### src/rtl/bfu_pkg.sv
// Shared definitions for the bitfield unit.
// Assumes a data width that is a power of two.
package bfu_pkg;
    localparam int BFU_DATA_W = 32;
    localparam int BFU_POS_W  = $clog2(BFU_DATA_W);

    typedef enum logic [1:0] {
        BFU_INSERT  = 2'd0,
        BFU_EXT_REG = 2'd1,
        BFU_SHL_REG = 2'd2,
        BFU_ZERO    = 2'd3
    } bfu_mode_e;
endpackage

### src/rtl/bfu_shift.sv
// Logarithmic shifter, left or right chosen by the LEFT parameter.
// A count of DATA_W or more clears the output instead of wrapping.
// Assumes DATA_W is a power of two and AMT_W >= log2(DATA_W).
module bfu_shift #(
    parameter int DATA_W = 32,
    parameter int AMT_W  = 32,
    parameter bit LEFT   = 1'b1
) (
    input  logic [DATA_W-1:0] din,
    input  logic [AMT_W-1:0]  amt,
    output logic [DATA_W-1:0] dout
);
    localparam int STG = $clog2(DATA_W);

    logic [DATA_W-1:0] stage [STG+1];
    logic              too_far;

    // Stage 0 is the unshifted input.
    assign stage[0] = din;

    // Each stage shifts by a power of two when its count bit is set.
    for (genvar s = 0; s < STG; s++) begin : g_stage
        if (LEFT) begin : g_left
            assign stage[s+1] = amt[s] ?
                {stage[s][DATA_W-1-(2**s):0], {(2**s){1'b0}}} : stage[s];
        end else begin : g_right
            assign stage[s+1] = amt[s] ?
                {{(2**s){1'b0}}, stage[s][DATA_W-1:(2**s)]} : stage[s];
        end
    end

    // Count bits above the stage range mean the whole word is shifted out.
    if (AMT_W > STG) begin : g_sat
        assign too_far = |amt[AMT_W-1:STG];
    end else begin : g_nosat
        assign too_far = 1'b0;
    end

    // Final output with saturation to zero.
    assign dout = too_far ? '0 : stage[STG];
endmodule

### src/rtl/bfu_mask.sv
// Builds a low-aligned mask with one bit set for each unit of size.
// A size of 0 gives an empty mask.
module bfu_mask #(
    parameter int DATA_W = 32,
    parameter int POS_W  = 5
) (
    input  logic [POS_W-1:0]  size,
    output logic [DATA_W-1:0] mask
);
    // Bit i is set when it lies below the field size.
    for (genvar i = 0; i < DATA_W; i++) begin : g_bit
        assign mask[i] = (i < int'(size));
    end
endmodule

### src/rtl/bitfield_unit.sv
// Combinational bitfield unit: insert, register-positioned extract and
// register-shifted extract. The datapath is one right shift, a mask AND and a
// left shift. A third shifter places the mask for the insert window.
// Assumes instruction fields are already decoded. There is no state.
module bitfield_unit
    import bfu_pkg::*;
#(
    parameter int DATA_W = BFU_DATA_W,
    parameter int POS_W  = $clog2(DATA_W)
) (
    input  logic [1:0]        mode_i,
    input  logic [DATA_W-1:0] opa_i,
    input  logic [DATA_W-1:0] opb_i,
    input  logic [POS_W-1:0]  src_pos_i,
    input  logic [POS_W-1:0]  fld_size_i,
    input  logic [POS_W-1:0]  dst_pos_i,
    output logic [DATA_W-1:0] result_o
);
    localparam int PAD_W = DATA_W - POS_W;

    bfu_mode_e         mode;
    logic [DATA_W-1:0] src_ext, dst_ext;
    logic [DATA_W-1:0] rsh_amt, lsh_amt;
    logic [DATA_W-1:0] mask, win;
    logic [DATA_W-1:0] field_raw, field, placed;

    // Decode the mode and widen the instruction positions.
    assign mode    = bfu_mode_e'(mode_i);
    assign src_ext = {{PAD_W{1'b0}}, src_pos_i};
    assign dst_ext = {{PAD_W{1'b0}}, dst_pos_i};

    // Choose where each shift count comes from.
    always_comb begin
        rsh_amt = (mode == BFU_EXT_REG) ? opa_i : src_ext;
        lsh_amt = (mode == BFU_SHL_REG) ? opa_i : dst_ext;
    end

    bfu_mask #(.DATA_W(DATA_W), .POS_W(POS_W)) u_mask (
        .size(fld_size_i),
        .mask(mask)
    );

    bfu_shift #(.DATA_W(DATA_W), .AMT_W(DATA_W), .LEFT(1'b0)) u_rsh (
        .din (opb_i),
        .amt (rsh_amt),
        .dout(field_raw)
    );

    // Isolate the field at bit 0.
    assign field = field_raw & mask;

    bfu_shift #(.DATA_W(DATA_W), .AMT_W(DATA_W), .LEFT(1'b1)) u_lsh (
        .din (field),
        .amt (lsh_amt),
        .dout(placed)
    );

    bfu_shift #(.DATA_W(DATA_W), .AMT_W(POS_W), .LEFT(1'b1)) u_win (
        .din (mask),
        .amt (dst_pos_i),
        .dout(win)
    );

    // Merge per mode.
    always_comb begin
        unique case (mode)
            BFU_INSERT:  result_o = (opa_i & ~win) | placed;
            BFU_EXT_REG: result_o = placed;
            BFU_SHL_REG: result_o = placed;
            default:     result_o = '0;
        endcase
    end
endmodule

### config.mk
export PLATFORM = sky130hd
export DESIGN_NAME = bitfield_unit
export DESIGN_NICKNAME = d
export VERILOG_FILES = /design/src/rtl/bfu_pkg.sv /design/src/rtl/bfu_shift.sv /design/src/rtl/bfu_mask.sv /design/src/rtl/bitfield_unit.sv
export SDC_FILE = /design/constraint.sdc
export NUM_CORES = 1
export LEC_CHECK = 0
export BUFFER_PORTS_ARGS = -buffer_cell sky130_fd_sc_hd__buf_4
export CAP_MARGIN = 10
export CELL_PAD_IN_SITES_DETAIL_PLACEMENT = 0
export CELL_PAD_IN_SITES_GLOBAL_PLACEMENT = 2
export CORE_MARGIN = 10
export CORE_UTILIZATION = 32
export DETAILED_ROUTE_END_ITERATION = 16
export GPL_TIMING_DRIVEN = 0
export PLACE_DENSITY_LB_ADDON = 0.05
export REMOVE_ABC_BUFFERS = 1
export SETUP_SLACK_MARGIN = 0.02
export SYNTH_ARGS = -nofsm -noshare
export SYNTH_HDL_FRONTEND = slang
export SYNTH_SLANG_ARGS = --single-unit
### constraint.sdc
create_clock -name vclk -period 5.29
set_input_delay 0.529 -clock vclk [all_inputs]
set_output_delay 0.529 -clock vclk [all_outputs]
set_load 0.02 [all_outputs]
======== Word-level counts from Yosys, hierarchy flattened ========
Index checks and enable logic that the tools add are counted.
storage, ports and cells
  word-level logic and storage cells ...... 61
  register bits after elaboration ......... 0
  input port bits ......................... 81
operators by class
  $lt $le $gt $ge ......................... 31
  equality and inequality tests ........... 2
  bitwise logic cells ..................... 4
  reduce and logical (&&, ||, !) cells .... 4
  multiplexer cells ....................... 20
operators by type and width
  cell                                                        count
  two-way mux 32 bit                                          19
  less-than comparator 5 bit (first input constant)           15
  one-hot mux 32 bit (2 select lines)                         1
  OR reduction 27 bit                                         2
  less-than comparator 4 x 5 -> 1 bit (first input constant)  8
  AND 32 x 31 -> 32 bit                                       1
  AND 32 bit                                                  1
  inverter 32 bit                                             1
  OR 32 bit                                                   1
  less-than comparator 3 x 5 -> 1 bit (first input constant)  4
  less-than comparator 1 x 5 -> 1 bit (first input constant)  2
  less-than comparator 2 x 5 -> 1 bit (first input constant)  2
  == test 2 x 1 -> 1 bit (second input constant)              1
  == test 2 bit (second input constant)                       1
  zero test 2 bit                                             1
  OR reduction 2 bit                                          1

======== Depth between registers and ports, before layout ========
Gate-level depths: netlist (run 1).
  word-level depth ........................ 17
  mapped depth ............................ 14

======== Cells and area by module ========
From an unflattened synthesis (run 1), not the netlist that was laid out.
unflattened totals
  cells, all modules ...................... 936
  area, all modules ....................... 6907.9 um^2
by module, submodules not included
  module             times used  cells an instance  area each (um^2)
  bfu_shift (u_rsh)  1           234                1783.0
  bfu_shift (u_win)  1           183                1774.2
  bfu_shift (u_lsh)  1           245                1645.3
  bitfield_unit      1           217                1392.6
  bfu_mask           1           57                 312.8

======== Least setup slack after synthesis (run 1) ========
No wires, ideal clock.
  path kind ............................... input port to output port
  start point ............................. in mode_i[1]
  end point ............................... out result_o[18]
  data required time ...................... 4761 ps
  stages .................................. 11
  slack ................................... 904 ps
  data arrival time ....................... 3857 ps
  path through ............................ inv_1 ha_1 mux2i_2 buf_2 mux2_2 a222oi_1 a31oi_1 o211ai_1 a32oi_1 or2_2 a211oi_1
on the way
  longest elaborated chain between the ends .. 17
  elaborated cells on any way between the ends .. 23
  classes of those cells .................. eq/ne: 2; mux: 15; bitwise: 2; reduce/logical: 4
ends and longest elaborated chain
  element                                line                                      RTL
  start, declared                        bitfield_unit.sv:11                       input logic [1:0] mode_i,
  == test 2 x 1 -> 1 bit                 bitfield_unit.sv:34, bitfield_unit.sv:66
  two-way mux 32 bit                     bitfield_unit.sv:34                       rsh_amt = (mode == BFU_EXT_REG) ? opa_i : src_ext;
  two-way mux 32 bit (5 in series)       bfu_shift.sv:27                           assign stage[s+1] = amt[s] ?
  two-way mux 32 bit                     bfu_shift.sv:40                           assign dout = too_far ? '0 : stage[STG];
  AND 32 x 31 -> 32 bit                  bitfield_unit.sv:50                       assign field = field_raw & mask;
  two-way mux 32 bit (5 in series)       bfu_shift.sv:24                           assign stage[s+1] = amt[s] ?
  two-way mux 32 bit                     bfu_shift.sv:40
  OR 32 bit                              bitfield_unit.sv:67                       BFU_INSERT: result_o = (opa_i & ~win) | placed;
  one-hot mux 32 bit (2 select lines) *  bitfield_unit.sv:66                       unique case (mode)
  end, declared                          bitfield_unit.sv:17                       output logic [DATA_W-1:0] result_o
Mark *: on every way between the ends. The rest lies on a longest branch, timed or not.

======== Final worst setup path (run 1) ========
  start point ............................. in mode_i[1]
  end point ............................... out result_o[29]
Same word-level chain as after synthesis.

==> results of run 1 <==
-- cell families after synthesis --
kind of cell / after synthesis / synth area share, %
AOI/OAI and AO/OA: 406 / 44.9
adders and majority gates: 11 / 1.93
and+or+nand+nor: 379 / 27.5
muxes: 79 / 18.8
buffers and inverters: 102 / 6.79
-- worst min-delay path: stages --
cell	delay (ns)
buf_4	0.09
a32o_1	0.14
buf_4	0.14
-- power breakdown --
part	switching [uW]	internal, uW	total [uW]
registers	0	0	0
logic	675	371	1050
clock network	0	0	0
-- layer usage --
metal  wire, um  vias up  track usage, %
met5          0        -               0
li1           -     4037               -
met1      16000     4411            36.8
met2      16200      523            40.7
met3       3350       51            3.73
met4        669        0            3.97
-- placed cells by master, fill, tap and decap left out, types with 14 or more instances in the layout --
cell	instances
nor4_1	15
a211oi_1	27
o211ai_1	28
nor3_1	29
o31ai_1	16
nand4_1	20
mux2i_1	22
o22ai_1	20
a21oi_1	69
a221oi_1	14
buf_4	128
nor2_1	101
mux2_2	16
nand3_1	46
a22oi_1	16
nand2_1	117
mux4_2	20
a31oi_1	22
o21ai_0	55
-- cell usage after synthesis (11+ instances only) --
master | count | area [um2]
o21ai_0 | 58 | 290
a211oi_1 | 28 | 210
a22oi_1 | 17 | 128
mux2i_1 | 34 | 340
nor4_1 | 15 | 93.8
o31ai_1 | 17 | 128
buf_1 | 15 | 56.3
a21oi_1 | 69 | 345
nor2_1 | 102 | 383
o22ai_1 | 22 | 138
nor3_1 | 29 | 145
clkbuf_1 | 63 | 236
a221oi_1 | 15 | 131
mux4_2 | 20 | 450
nand2_1 | 117 | 439
o21a_1 | 11 | 82.6
mux2_2 | 16 | 180
nand4_1 | 20 | 125
o211ai_1 | 28 | 210
a31oi_1 | 23 | 144
nand3_1 | 46 | 230
-- metrics by stage --
| stage | worst slack [ns] | utilization [%] | instance area [um2] |
|---|---|---|---|
| after global routing | -0.0151 | 39.4 | 7670 |
| after CTS | 0.0592 | 38.4 | 7470 |
| after floorplan | -0.168 | - | 5960 |
| after global placement | -2.22 | 36.7 | 7140 |
| final | 0.0631 | 39.4 | 7670 |
| after detailed placement | -1.02 | 37.8 | 7360 |
-- final cells by class --
type                            count  area [um2]
Fill cell                        2137       11800
Multi-Input combinational cell    876        6120
Timing Repair Buffer              139        1170
Tap cell                          265         332
Inverter                           12        45.0
-- worst paths after layout --
path              slack [ns]  cells after the start      endpoint       from
setup / recovery        0.06                     13  result_o[29]  mode_i[1]
hold / removal          1.43                      3   result_o[7]   opa_i[7]
-- what timing repair did --
item                                    4_1_cts  5_1_grt
cloned                                        1        0
buffers inserted                              5       13
endpoints found under the setup margin       31       18
resized for setup                             8       15
pin swaps                                     2        2
==> flow_metrics.tcl, run 1 <==
set metrics [dict create \
    slowest_delay_ns 0.70 \
    stdcell_count 1292 \
    cp.required_ns 4.76 \
    grt_pass1_vias 8214 \
    power_uw 1050 \
    hold_viol 0 \
    rows 51 \
    grt_overflow_total 0 \
    drt_iter0_drc 1261 \
    dp_hpwl_mm 27.7 \
    worstSetupEndpointType "output port" \
    drv_cap 0 \
    fin_nets 1115 \
    crit_top_cell "buf_4" \
    avgSynthCellArea_um2 6.49 \
    fin_hold_ws_ns 1.43 \
    die_area_um2 25800 \
    leakagePower_uw 0.00274 \
    totalWireLength_mm 36.2 \
    firstDrtPassIters 6 \
    gp_congestion 0.911 \
    hold_path_class "in -> out" \
    start_util_pct 32.6 \
    crit_arrival_ns 4.70 \
    synth_seq_area_share_pct 0 \
    vdd_drop_max_v 0.0000387 \
    power_per_cell_area_nw_per_um2 137 \
    placedCellCount 1273 \
    synth_cell_types 77 \
    drive_above_1_share_pct 21.4 \
    start_kind "primary input" \
    areaGrowthSynthToFinish_pct 20.9 \
    register_area_um2 0 \
    worst_pin_slew_ns 1.08 \
    coreArea_um2 19500 \
    critPathMaxFanout 23 \
    rsz0062_at_grt "yes" \
    vias 9022 \
    route.antenna.remaining_nets 0 \
    status "complete, no violations" \
    crit_path_cell_trace "buf_4, inv_1, ha_4, mux2_2, nor2_1, nand3_1, a221oi_1, o211ai_1, mux2i_1, a211oi_1, o41ai_1, a32o_1, buf_4" \
    port_buffers 113 \
    crit_slowest_cell "o41ai_1" \
    fp.dieW_um 161 \
    setup_viol 0 \
    grt_max_degree 52 \
    clockBufferCount 0 \
    worstSetupPathType "in -> out" \
    ys.warnings.count 0 \
    antenna_found_initial 0 \
    drc 0 \
    n_sequential_cell 0 \
    die_h_um 161 \
    clock.fmax_ghz 0.191 \
    hold_buffers 0 \
    synth.cell_area_um2 6340 \
    period_share_pct 98.8 \
    slew-limit-headroom_pct 27.8 \
    synth_cells 977 \
    post-route-min-period_ns 5.23 \
    cp_top_family "compound AO/OA/AOI/OAI gates" \
    viasPerCell 6.98 \
    grt_pass1_wl_mm 53.5 \
    antenna_cells 0 \
    wl_per_cell_um 28.0 \
    setup_tns_ns 0 \
    crit_buf_inv 3 \
    pin_count 113 \
    slew_violations 0 \
    grt_use_total_pct 25.8 \
]
Power figures use the tool's default switching activity.
==> inputs of run 2 (changes only) <==
Settings changed: SETUP_SLACK_MARGIN 0.02 to 0.1.
==> flow_metrics.tcl, run 2 (same netlist as run 1, synthesis figures left out) <==
set metrics [dict create \
    status "complete, no violations" \
    multi_input_area_um2 6140 \
    hold_viol 0 \
    register_area_um2 0 \
    post-route-min-period_ns 5.14 \
    cp.required_ns 4.76 \
    period_share_pct 97.2 \
    coreArea_um2 19500 \
    wl_per_cell_um 27.9 \
    areaGrowthSynthToFinish_pct 21.5 \
    num-fill-cells 2134 \
    pin_count 113 \
    fin_area_um2 7710 \
    fin_util_pct 39.6 \
    worstSetupPathType "in -> out" \
    power_per_cell_area_nw_per_um2 137 \
    leakagePower_uw 0.00276 \
    post-place-ws_ns -1.02 \
    route.antenna.remaining_nets 0 \
    hold_path_class "in -> out" \
    drt_iter0_drc 1284 \
    hold_buffers 0 \
    final_cell_mix "131 x buf_4, 117 x nand2_1, 101 x nor2_1" \
    setup_viol 0 \
    drv_cap 0 \
    final_common_cell "buf_4" \
    grt_pass1_wl_mm 53.6 \
    fp.dieW_um 161 \
    setup_tns_ns 0 \
    drive_above_1_share_pct 22.1 \
    vdd_drop_max_v 0.0000446 \
    die_h_um 161 \
    totalWireLength_mm 36.1 \
    slew-limit-headroom_pct 27.6 \
    firstDrtPassIters 5 \
    n_sequential_cell 0 \
    dpl_cell_area_um2 7360 \
    vias 9013 \
    worst_pin_slew_ns 1.08 \
    grt_use_total_pct 25.8 \
    fin_hold_ws_ns 1.43 \
    clockBufferCount 0 \
    antenna_cells 0 \
    rows 51 \
    die_area_um2 25800 \
    worstSetupEndpointType "output port" \
    gp_congestion 0.911 \
    rsz0062_at_grt "yes" \
    grt_max_degree 52 \
    drc 0 \
    viasPerCell 6.96 \
    critPathMaxFanout 20 \
    grt_pass1_vias 8226 \
    dp_hpwl_mm 27.7 \
    start_kind "primary input" \
    slew_violations 0 \
    clock.fmax_ghz 0.194 \
    crit_arrival_ns 4.61 \
    antenna_found_initial 0 \
    fin_nets 1118 \
    port_buffers 113 \
    start_util_pct 32.6 \
    grt_overflow_total 0 \
    timing.final.ws_setup_ns 0.148 \
]
-- run 2: cell type report --
type | instances | area share, %
multi-input combinational | 876 | 79.7
tap | 265 | 4.30
inverter | 12 | 0.585
timing repair buffer | 142 | 15.4
-- run 2: power by group --
part | switching [uW] | internal [uW] | leakage, uW
sequential | 0 | 0 | 0
clock | 0 | 0 | 0
combinational | 677 | 375 | 0.00276
total | 677 | 375 | 0.00276
-- run 2: timing repair --
action,4_1_cts,5_1_grt
gates cloned,1,0
setup buffers,6,15
endpoints found under the setup margin,31,18
gates resized for setup,10,16
pin swaps,2,3
-- run 2: stage by stage --
| stage | std cells | power (uW) |
|---|---|---|
| 2_1_floorplan | 887 | 571 |
| 3_3_place_gp | 1265 | 953 |
| 3_5_place_dp | 1273 | 965 |
| 4_1_cts | 1280 | 991 |
| 5_1_grt | 1295 | 1110 |
| 6_report | 1295 | 1050 |
-- run 2: worst paths after layout --
path | start | to | slack (ns) | depth (start not counted)
max | mode_i[1] | result_o[26] | 0.15 | 15
min | opa_i[7] | result_o[7] | 1.43 | 3
-- run 2: worst max-delay path, stage by stage --
cell and delay, ns:
buf_4 0.12, inv_1 0.14, ha_4 0.32, mux2i_4 0.30
buf_12 0.17, buf_12 0.19, mux4_1 0.65, mux2_2 0.32
nand4_1 0.07, o32a_1 0.34, mux2i_1 0.23, a221oi_1 0.49
nor2_1 0.15, a2111o_1 0.40, buf_4 0.17
-- run 2: per-layer routing --
layer,global-route usage (%),vias to the layer above,share of wire (%)
met5,0,-,0
met4,3.93,0,2.2
met3,3.58,60,8.8
met2,40.8,526,45
met1,36.9,4385,44
li1,-,4042,-
